<file path="config.mk">
export PLATFORM = sky130hd
export DESIGN_NAME = prio_irq_ctrl
export DESIGN_NICKNAME = d
export VERILOG_FILES = /design/src/rtl/irq_ctrl_pkg.sv /design/src/rtl/irq_src_regs.sv /design/src/rtl/irq_lvl_search.sv /design/src/rtl/irq_req_latch.sv /design/src/rtl/prio_irq_ctrl.sv
export SDC_FILE = /design/constraint.sdc
export NUM_CORES = 1
export LEC_CHECK = 0
export BUFFER_PORTS_ARGS = -buffer_cell sky130_fd_sc_hd__buf_2
export CORE_MARGIN = 3
export CORE_UTILIZATION = 48
export CTS_CLUSTER_SIZE = 25
export DETAILED_ROUTE_END_ITERATION = 7
export PLACE_DENSITY = 0.85
export SLEW_MARGIN = 20
export SYNTH_ARGS = -nofsm -noshare
export SYNTH_HDL_FRONTEND = slang
export SYNTH_SLANG_ARGS = --single-unit
export TNS_END_PERCENT = 30
</file>
<file path="constraint.sdc">
create_clock -name clk_i -period 2.8 [get_ports clk_i]
set_clock_uncertainty 0.05 [all_clocks]
set_input_delay 0.56 -clock clk_i [delete_from_list [all_inputs] [get_ports clk_i]]
set_output_delay 0.56 -clock clk_i [all_outputs]
set_load 0.03 [all_outputs]
</file>
<file path="src/rtl/irq_ctrl_pkg.sv">
package irq_ctrl_pkg;
  localparam int unsigned SRC_N = 32;
  localparam logic [SRC_N-1:0] WR_FORCE_MASK = 32'h7FB2007F;

  typedef enum logic [1:0] {
    OP_ENABLE  = 2'd0,
    OP_DISABLE = 2'd1,
    OP_TARGET  = 2'd2
  } wr_op_e;

  function automatic logic [3:0] lvl_of(int unsigned idx);
    case (idx)
      19:      lvl_of = 4'd6;
      21:      lvl_of = 4'd4;
      22:      lvl_of = 4'd10;
      23:      lvl_of = 4'd8;
      25:      lvl_of = 4'd11;
      28:      lvl_of = 4'd15;
      default: lvl_of = 4'd0;
    endcase
  endfunction
endpackage

</file>
<file path="src/rtl/irq_src_regs.sv">
module irq_src_regs
  import irq_ctrl_pkg::*;
#(
  parameter int unsigned N_SRC = SRC_N,
  parameter int unsigned N_CPU = 4,
  localparam int unsigned CPU_W = (N_CPU > 1) ? $clog2(N_CPU) : 1
) (
  input  logic             clk_i,
  input  logic             rst_ni,
  input  logic [N_SRC-1:0] src_i,
  input  logic             wr_en_i,
  input  logic [1:0]       wr_op_i,
  input  logic [N_SRC-1:0] wr_data_i,
  output logic [N_SRC-1:0] pend_o,
  output logic [N_SRC-1:0] dis_o,
  output logic [CPU_W-1:0] tgt_o
);
  logic [N_SRC-1:0] src_q, pend_q, dis_q, pend_n, dis_n, wmask, chg;
  logic [CPU_W-1:0] tgt_q;

  assign wmask = wr_data_i & ~WR_FORCE_MASK[N_SRC-1:0];
  assign chg   = src_i ^ src_q;

  always_comb begin
    pend_n = pend_q;
    dis_n  = dis_q;
    if (wr_en_i) begin
      case (wr_op_e'(wr_op_i))
        OP_ENABLE:  dis_n = dis_q & ~wmask;
        OP_DISABLE: begin
          dis_n  = dis_q | wmask;
          pend_n = pend_q & ~wmask;
        end
        default: ;
      endcase
    end
    // source transitions take precedence over a same-cycle write
    pend_n = (pend_n & ~chg) | (src_i & chg);
  end

  always_ff @(posedge clk_i or negedge rst_ni) begin
    if (!rst_ni) begin
      src_q  <= '0;
      pend_q <= '0;
      dis_q  <= '0;
      tgt_q  <= '0;
    end else begin
      src_q  <= src_i;
      pend_q <= pend_n;
      dis_q  <= dis_n;
      if (wr_en_i && wr_op_e'(wr_op_i) == OP_TARGET)
        tgt_q <= wr_data_i[CPU_W-1:0] & CPU_W'(N_CPU - 1);
    end
  end

  assign pend_o = pend_q;
  assign dis_o  = dis_q;
  assign tgt_o  = tgt_q;
endmodule

</file>
<file path="src/rtl/irq_lvl_search.sv">
module irq_lvl_search
  import irq_ctrl_pkg::*;
#(
  parameter int unsigned N_SRC = SRC_N,
  parameter int unsigned LVL_W = 4
) (
  input  logic [N_SRC-1:0] eff_i,
  output logic             any_o,
  output logic [LVL_W-1:0] lvl_o
);
  logic [LVL_W-1:0] lv [N_SRC];

  for (genvar g = 0; g < N_SRC; g++) begin : g_map
    assign lv[g] = eff_i[g] ? LVL_W'(lvl_of(g)) : '0;
  end

  always_comb begin
    lvl_o = '0;
    for (int i = 0; i < N_SRC; i++)
      if (lv[i] > lvl_o) lvl_o = lv[i];
  end

  assign any_o = |eff_i;
endmodule

</file>
<file path="src/rtl/irq_req_latch.sv">
module irq_req_latch #(
  parameter int unsigned LVL_W = 4
) (
  input  logic             clk_i,
  input  logic             rst_ni,
  input  logic             any_i,
  input  logic             master_dis_i,
  input  logic [LVL_W-1:0] lvl_i,
  input  logic             trap_en_i,
  input  logic [LVL_W-1:0] pil_i,
  output logic             req_o,
  output logic [LVL_W-1:0] lvl_o,
  output logic             take_o
);
  localparam logic [LVL_W-1:0] LVL_TOP = {LVL_W{1'b1}};

  logic             req_q;
  logic [LVL_W-1:0] lvl_q;

  assign take_o = req_q && trap_en_i && (lvl_q == LVL_TOP || lvl_q > pil_i);

  always_ff @(posedge clk_i or negedge rst_ni) begin
    if (!rst_ni) begin
      req_q <= 1'b0;
      lvl_q <= '0;
    end else if (take_o) begin
      req_q <= 1'b0;
    end else if (!req_q && any_i && !master_dis_i) begin
      req_q <= 1'b1;
      lvl_q <= lvl_i;
    end
  end

  assign req_o = req_q;
  assign lvl_o = lvl_q;
endmodule

</file>
<file path="src/rtl/prio_irq_ctrl.sv">
module prio_irq_ctrl
  import irq_ctrl_pkg::*;
#(
  parameter int unsigned N_SRC = SRC_N,
  parameter int unsigned LVL_W = 4,
  parameter int unsigned N_CPU = 4,
  localparam int unsigned CPU_W = (N_CPU > 1) ? $clog2(N_CPU) : 1
) (
  input  logic             clk_i,
  input  logic             rst_ni,
  input  logic [N_SRC-1:0] src_i,
  input  logic             wr_en_i,
  input  logic [1:0]       wr_op_i,
  input  logic [N_SRC-1:0] wr_data_i,
  input  logic             cpu_trap_en_i,
  input  logic [LVL_W-1:0] cpu_pil_i,
  output logic             req_o,
  output logic [LVL_W-1:0] req_level_o,
  output logic             take_o,
  output logic [N_SRC-1:0] pend_o,
  output logic [N_SRC-1:0] dis_o,
  output logic [CPU_W-1:0] tgt_o
);
  logic [N_SRC-1:0] eff;
  logic             any;
  logic [LVL_W-1:0] max_lvl;

  irq_src_regs #(.N_SRC(N_SRC), .N_CPU(N_CPU)) u_regs (
    .clk_i, .rst_ni, .src_i, .wr_en_i, .wr_op_i, .wr_data_i,
    .pend_o, .dis_o, .tgt_o
  );

  assign eff = pend_o & ~dis_o;

  irq_lvl_search #(.N_SRC(N_SRC), .LVL_W(LVL_W)) u_search (
    .eff_i(eff), .any_o(any), .lvl_o(max_lvl)
  );

  irq_req_latch #(.LVL_W(LVL_W)) u_latch (
    .clk_i, .rst_ni,
    .any_i(any), .master_dis_i(dis_o[N_SRC-1]), .lvl_i(max_lvl),
    .trap_en_i(cpu_trap_en_i), .pil_i(cpu_pil_i),
    .req_o, .lvl_o(req_level_o), .take_o
  );
endmodule

</file>
# ---- Word level (Yosys, flattened, before mapping)
# Index checks and enable logic that the tools add are counted.
dict set report word_totals {
  regBits 103
  inputBits 74
  output_inout_bits 72
  wordCells 73
}
dict set report classes {
  n_reduce_logical 14
  order_cmp 14
  mux 24
  bitwise 12
  eq_ne 3
}
# cell count
set op_table {}
lappend op_table {{32-bit bitwise AND} 5}
lappend op_table {{32-bit NOT} 3}
lappend op_table {{32-bit two-way mux} 2}
lappend op_table {{4-bit two-way mux} 16}
lappend op_table {{32-bit bitwise OR} 2}
lappend op_table {{32-bit one-hot mux with 2 select lines} 1}
lappend op_table {{32-bit OR reduction} 1}
lappend op_table {{32-bit XOR} 1}
lappend op_table {{1-bit by 4-bit > comparator with 1-bit output, first input constant} 7}
lappend op_table {{4-bit > comparator} 5}
lappend op_table {{3-bit two-way mux} 3}
lappend op_table {{1-bit logical AND} 5}
lappend op_table {{4-bit equality test, second input constant} 1}
lappend op_table {{3-bit by 4-bit > comparator with 1-bit output} 1}
lappend op_table {{2-bit AND reduction} 2}
lappend op_table {{2-bit nonzero test} 2}
lappend op_table {{3-bit by 1-bit > comparator with 1-bit output, second input constant} 1}
lappend op_table {{2-bit by 1-bit equality test with 1-bit output, second input constant} 1}
lappend op_table {{2-bit equality test, second input constant} 1}
lappend op_table {{1-bit logical NOT} 2}
lappend op_table {{2-bit logical NOT} 1}
lappend op_table {{1-bit two-way mux} 2}
lappend op_table {{1-bit logical OR} 1}
lappend op_table {{1-bit NOT} 1}

# ---- Longest topological paths before layout
# Gate-level depths: netlist of the first run.
dict set report logic_depth {
  ltp_word 29
  depth_mapped 14
  ltp_nobuf 14
}

# ---- Cells and area by module
# A second synthesis of the first run with hierarchy kept.
dict set report unflattened {
  hier_cells 376
  hier_area_um2 4349.2
}
# mod instances area_each_um2 seq_area_each_um2 cells_per_inst
set by_module_without_submodules {}
lappend by_module_without_submodules {irq_src_regs 1 3200.6 2001.9 261}
lappend by_module_without_submodules {prio_irq_ctrl 1 440.4 0.0 32}
lappend by_module_without_submodules {irq_lvl_search 1 395.4 0.0 54}
lappend by_module_without_submodules {irq_req_latch 1 312.8 125.1 29}

# ---- Worst setup path after synthesis of the first run
# No wires, ideal clock.
dict set report synth_timing {
  path_type {register -> register}
  from {register with a tool-made name}
  to {register u_latch.lvl_q[3] (netlist: u_latch.lvl_o[3])}
  n_path_buf 0
  synth_period_minus_slack_ns 2.581
  slack_ns 0.219
  t_required_ns 2.646
  path_stages_with_launch 14
  setup_time_ns 0.104
  t_arrival_ns 2.427
  path_cell_list {dfrtp_1 > nand2b_4 > nand2b_1 > inv_1 > ha_1 > nor2_1 > nand3_1 > nand2b_1 > inv_1 > ha_1 > nand4b_1 > o221a_1 > a211o_4 > o311ai_1}
}
# element line
set synth_rtl {}
lappend synth_rtl {{end signal: assignment} irq_req_latch.sv:30} ;# lvl_q <= lvl_i;
lappend synth_rtl {{end: declaration} irq_req_latch.sv:18} ;# logic [LVL_W-1:0] lvl_q;

# ---- Worst setup path after layout of the first run
dict set report layout_timing {
  from {register u_latch.lvl_q[1] (netlist: u_latch.lvl_o[1])}
  to {output port take_o}
}
dict set report layout_via {
  elab_chain_len 3
  word_cells_on_any_way 4
  classes_between {1 x order compare; 1 x eq/ne; 2 x reduce/logical}
}
# element line
set layout_lines {}
lappend layout_lines {{4-bit > comparator or 4-bit equality test (tied branches)} irq_req_latch.sv:20} ;# assign take_o = req_q && trap_en_i && (lvl_q == LVL_TOP || lvl_q > pil_i);
lappend layout_lines {{1-bit logical OR *} irq_req_latch.sv:20}
lappend layout_lines {{1-bit logical AND *} irq_req_latch.sv:20}
lappend layout_lines {{end: declaration} prio_irq_ctrl.sv:19} ;# output logic take_o,
# Mark *: on every way between the ends. The rest lies on a longest branch, timed or not.

==> flow_summary.toml, run 1 <==
[route]
via_per_inst = 4.98
avgRoutedWirePerCell_um = 14.2
drt_first_pass_iters = 4
ant_nets = 0
totalWireLength_um = 7700
drc = 0
dr.first_iter.drc_count = 108
route.vias.total = 2700

[placement]
dp_slack_ns = 0.139
io_buffers = 111
hpwl_um = 5850
gp_congestion = 0.747

[finish]
drive_above_1_share_pct = 31.8
fin_nets = 524
diodes = 0
final_util_pct = 63.1
area_growth_pct = 22.9

[logic_synthesis]
synth.top_cells.by_area = "dfrtp_1 (59%), maj3_1 (4.4%), buf_4 (4.2%)"
seq_area_frac_synth_pct = 59.0
synth_most_common_cell = "dfrtp_1"
avgSynthCellArea_um2 = 11.2
synth_top_cell_area_share_pct = 59.0
synth_cells = 322
synthArstFlopShare_pct = 100
synth_edf_count = 0
synth_cell_types = 41
ys_ff_latch = 85
ys.warnings.count = 0
synth_top_area_cell = "dfrtp_1"
synth_ff_type = "dfrtp_1"
syn_area_um2 = 3600
synthTopCellsByCount = "dfrtp_1 (85), inv_1 (37), nand2_1 (36), buf_4 (20), o21ai_0 (20)"

[timing]
worst_slack_ns = 0.126
rsz0062_at_grt = "true"
final-setup-viol-count = 0
period_share_pct = 95.5
fmax_mhz = 374
setup-tns-final_ns = 0
final.min_clock_period_ns = 2.67
hold_viol_final = 0
drv_slew = 0

[critical_path]
critPathRequiredTime_ns = 2.19
path_max_fanout = 3
crit_start = "u_latch.lvl_o[1]$_DFFE_PN0P_"
startpoint_type = "flip-flop"
reg2reg_slack_ns = 0.19
critPathCapture = "take_o"
endpoint_kind = "output pin"
rr_worst_depth = 13
cp.arrival_ns = 2.06
critPathKind = "flip-flop to output pin"
reg2reg_to = "u_latch.lvl_o[3]$_DFFE_PN0P_"

[pwr]
ir_drop_mv = 0.466
power_density_nw_per_um2 = 747
p_leak_uw = 0.00227

[grt]
grt-busiest-layer = "met2"
grtUsageTotal_pct = 19.1
grtUsageMet1_pct = 23.1
grt_pass1_wl_um = 13000
use_met2_pct = 31.8
grt_pass1_vias = 2850
grt_max_degree = 49
antenna_found_initial = 0
grt_util_met3_pct = 7.39
overflow = 0

[floorplanning]
die_y_um = 92.7
placementRows = 30
io_pins = 146
die_x_um = 92.7
coreArea_um2 = 7020
initial_core_util_pct = 51.4
fp.dieArea_um2 = 8590

[clocking]
clockBufferDepth = 2
cts_tree = "done"
clk_latency_ns = 0.35
cts-root-buf = "clkbuf_8"
numCtsBuffers = 9
cts_sinks = 85
htreeDepth = 3
hold_buffers = 0
cts.clk_slew.worst_paths_ns = 0.08

[run]
cap_viol_max_count = 0

[worst_hold_path]
hold_class = "primary input to async pin"

[status]
status = "completed"
[logic make-up after synthesis]
kind of cell	Yosys count	share of synthesized area, %
buffers and inverters	62	8.82
AOI/OAI and AO/OA	72	13.5
other	1	0.104
DFF	85	59.0
muxes	3	1.04
and+or+nand+nor	74	9.96
adders and majority gates	25	7.57
[cell type report]
cell class	count	area, um^2
fill	589	2590
sequential	85	2130
multi-input combinational	192	1230
timing repair buffer	115	601
clock buffer	12	155
inverter	38	143
tap	96	120
clock inverter	4	53.8
[placed cells by master, fill, tap and decap left out, types with 4 or more instances in the layout]
cell | synthesis | routed
nand2_1 | 36 | 36
nor4_1 | 4 | 4
conb_1 | 1 | 18
dfrtp_1 | 85 | 85
o21ai_0 | 20 | 19
clkbuf_8 | 0 | 11
o22ai_1 | 7 | 7
nor2_1 | 16 | 15
maj3_1 | 16 | 16
ha_1 | 9 | 9
buf_2 | 2 | 110
inv_1 | 37 | 37
a21oi_1 | 16 | 16
buf_4 | 20 | 4
a22o_1 | 14 | 14
[how the worst min path moves through the flow]
stage	endpoint	slack [ns]	startpoint	depth (start not counted)
floorplan	async pin	0.21	rst_ni	0
global placement	flip-flop	0.36	u_regs.src_q[29]$_DFF_PN0_	1
detailed placement	flip-flop	0.38	u_regs.src_q[0]$_DFF_PN0_	1
CTS	u_regs.src_q[9]$_DFF_PN0_	0.13	rst_ni	1
global route	u_regs.src_q[9]$_DFF_PN0_	0.13	rst_ni	1
finish	u_regs.src_q[9]$_DFF_PN0_	0.11	rst_ni	1
[report_power, final]
part / total, uW / switching [uW] / internal [uW]
Combinational: 917 / 591 / 326
Sequential: 1490 / 118 / 1370
Clock: 904 / 439 / 465
Total: 3310 / 1150 / 2160
[per-layer routing]
| metal | vias to the layer above | routed length, um |
|---|---|---|
| li1 | 1296 | - |
| met1 | 1289 | 3220 |
| met2 | 106 | 3740 |
| met3 | 9 | 654 |
| met4 | 0 | 92 |
| met5 | - | 0 |
[repair_timing]
| action | 4_1_cts | 5_1_grt |
|---|---|---|
| setup buffers | 0 | 1 |
| gates resized for setup | 0 | 3 |
| endpoints found under the hold margin | 0 | 0 |
| endpoints found under the setup margin | 0 | 3 |
[per-stage QoR]
stage               instance area [um^2]  instances  hold WS [ns]  power [uW]
CTS                                 4420        541         0.127        3330
finish                              4430        542         0.113        3310
global placement                    4210        525         0.364        2380
detailed placement                  4210        525         0.379        2420
global route                        4430        542         0.126        3500
floorplan                           3670        339         0.214        2140
[critical path, cell delays in order (launching register included)]
cell and delay (ns):
dfrtp_1 0.40, ha_1 0.29, nor2b_1 0.14, o21a_1 0.17, o21a_1 0.16, o21ai_0 0.12, a21boi_0 0.11, and2_1 0.17
buf_2 0.17
Power figures use the tool's default switching activity.
==> inputs of run 2 (changes only) <==
--- a/config.mk
+++ b/config.mk
@@ -6,6 +6,7 @@
 export NUM_CORES = 1
 export LEC_CHECK = 0
 export BUFFER_PORTS_ARGS = -buffer_cell sky130_fd_sc_hd__buf_2
+export CORE_ASPECT_RATIO = 0.9
 export CORE_MARGIN = 3
 export CORE_UTILIZATION = 48
 export CTS_CLUSTER_SIZE = 25
==> run 2 against run 1 <==
Die area about the same. Core utilization shrank 1.5 points. Count of clock-buffer cells in the layout did not move. Design area is essentially flat. Routed wire length shrank 1.6%. Combinational power rose by 2%. Setup slack worse by 0.0077 ns. Flip-flop and latch count is the same. Cell count is 0.37% lower. Hold slack better by 0.0089 ns. Clock power shrank 4.3%. Highest routed layer unchanged. First-iteration DRC count shrank 23%.
==> flow_summary.toml, run 2 (synthesis results as in run 1) <==
[status]
status = "completed"

[timing]
worst_pin_slew_ns = 0.506
period_share_pct = 95.8
relSlewSlack_pct = 66.3
worst_hold_slack_ns = 0.122
final.min_clock_period_ns = 2.68
setup-tns-final_ns = 0
fmax_mhz = 373
drv_slew = 0
hold_viol_final = 0
final-setup-viol-count = 0

[finish]
multi_input_comb_area_um2 = 1230
diodes = 0
final_common_cell = "buf_2"
fin_cells = 540
drive_above_1_share_pct = 32.0
area_growth_pct = 22.9
num-fill-cells = 602
layout_common_cells = "buf_2 (110), dfrtp_1 (85), inv_1 (37)"
regArea_um2 = 2130
fin_nets = 525
final_util_pct = 61.7

[pwr]
p_leak_uw = 0.00228
power_density_nw_per_um2 = 743
ir_drop_mv = 0.464
power.total_uw = 3290

[floorplanning]
fp.dieArea_um2 = 8590
die_x_um = 97.3
placementRows = 29
io_pins = 146
coreArea_um2 = 7180
die_y_um = 88.2
initial_core_util_pct = 50.2

[placement]
dp_cells = 522
gp_congestion = 0.816
io_buffers = 111
hpwl_um = 5780

[critical_path]
cp.arrival_ns = 2.07
path_max_fanout = 4
endpoint_kind = "output pin"
critPathKind = "flip-flop to output pin"
critPathRequiredTime_ns = 2.19
startpoint_type = "flip-flop"
reg2reg_slack_ns = 0.19

[grt]
grt_pass1_vias = 2701
grt_max_degree = 48
grt_pass1_wl_um = 12900
overflow = 0
grtUsageTotal_pct = 18.8
antenna_found_initial = 0

[clocking]
htreeDepth = 3
cts.clk_slew.worst_paths_ns = 0.08
hold_buffers = 0
clockBufferDepth = 2
cts-root-buf = "clkbuf_8"
numCtsBuffers = 9
clk_latency_ns = 0.35
cts_sinks = 85
cts_tree = "done"

[route]
route.vias.total = 2707
ant_nets = 0
dr.first_iter.drc_count = 83
drt_first_pass_iters = 4
totalWireLength_um = 7580
avgRoutedWirePerCell_um = 14.0
drc = 0
via_per_inst = 5.01

[worst_hold_path]
hold_class = "primary input to async pin"

[run]
cap_viol_max_count = 0
==> run 2: path summary, 6_finish.rpt <==
| check | start | endpoint | depth (start not counted) |
|---|---|---|---|
| min reg2reg | u_regs.src_q[30]$_DFF_PN0_ | flip-flop | 1 |
| max reg2reg | flip-flop | u_latch.lvl_o[2]$_DFFE_PN0P_ | 13 |
| max | u_latch.lvl_o[1]$_DFFE_PN0P_ | take_o | 8 |
| min in group clk_i | src_i[31] | u_regs.src_q[31]$_DFF_PN0_ | 1 |
| max in group asynchronous | rst_ni | async pin | 2 |
| min | rst_ni | u_regs.src_q[14]$_DFF_PN0_ | 1 |
==> run 2: cell type report <==
cell class	instances	share of cell area [%]
clock buffers	12	3.28
clock inverters	4	1.24
inverters	38	3.22
multi-input cells	192	27.9
flip-flops and latches	85	48.0
well taps	93	2.63
repair buffers	116	13.7
==> run 2: worst max-delay path: stages, from the launching register on <==
cell and delay [ns]:
dfrtp_1 0.42, ha_1 0.31, nor2b_1 0.14, o21a_1 0.16
o21a_1 0.17, o21ai_1 0.15, a21boi_2 0.07, and2_1 0.15
buf_2 0.17
==> run 2: stage by stage <==
| stage | cell area [um^2] | worst slack, ns |
|---|---|---|
| 2_1_floorplan | 3670 | 0.219 |
| 3_3_place_gp | 4200 | 0.224 |
| 3_5_place_dp | 4200 | 0.159 |
| 4_1_cts | 4400 | 0.0354 |
| 5_1_grt | 4430 | -0.0269 |
| 6_report | 4430 | 0.118 |
==> run 2: routing by layer <==
layer | wire length, um | vias up | track usage [%]
met5 | 0 | - | 0
met4 | 121 | 0 | 6.29
li1 | - | 1302 | -
met3 | 621 | 12 | 6.46
met2 | 3560 | 101 | 31.0
met1 | 3270 | 1292 | 23.7
==> run 2: where the power goes <==
| part | switching (uW) | internal (uW) | leakage, uW |
|---|---|---|---|
| Clock | 422 | 442 | 0.0000972 |
| Sequential | 122 | 1370 | 0.00100 |
| Combinational | 593 | 338 | 0.00118 |
| Total | 1140 | 2150 | 0.00228 |
==> run 2: what timing repair did <==
item                                    4_1_cts  5_1_grt
setup buffers                                 0        2
resized for setup                             0        5
endpoints found under the setup margin        0        3
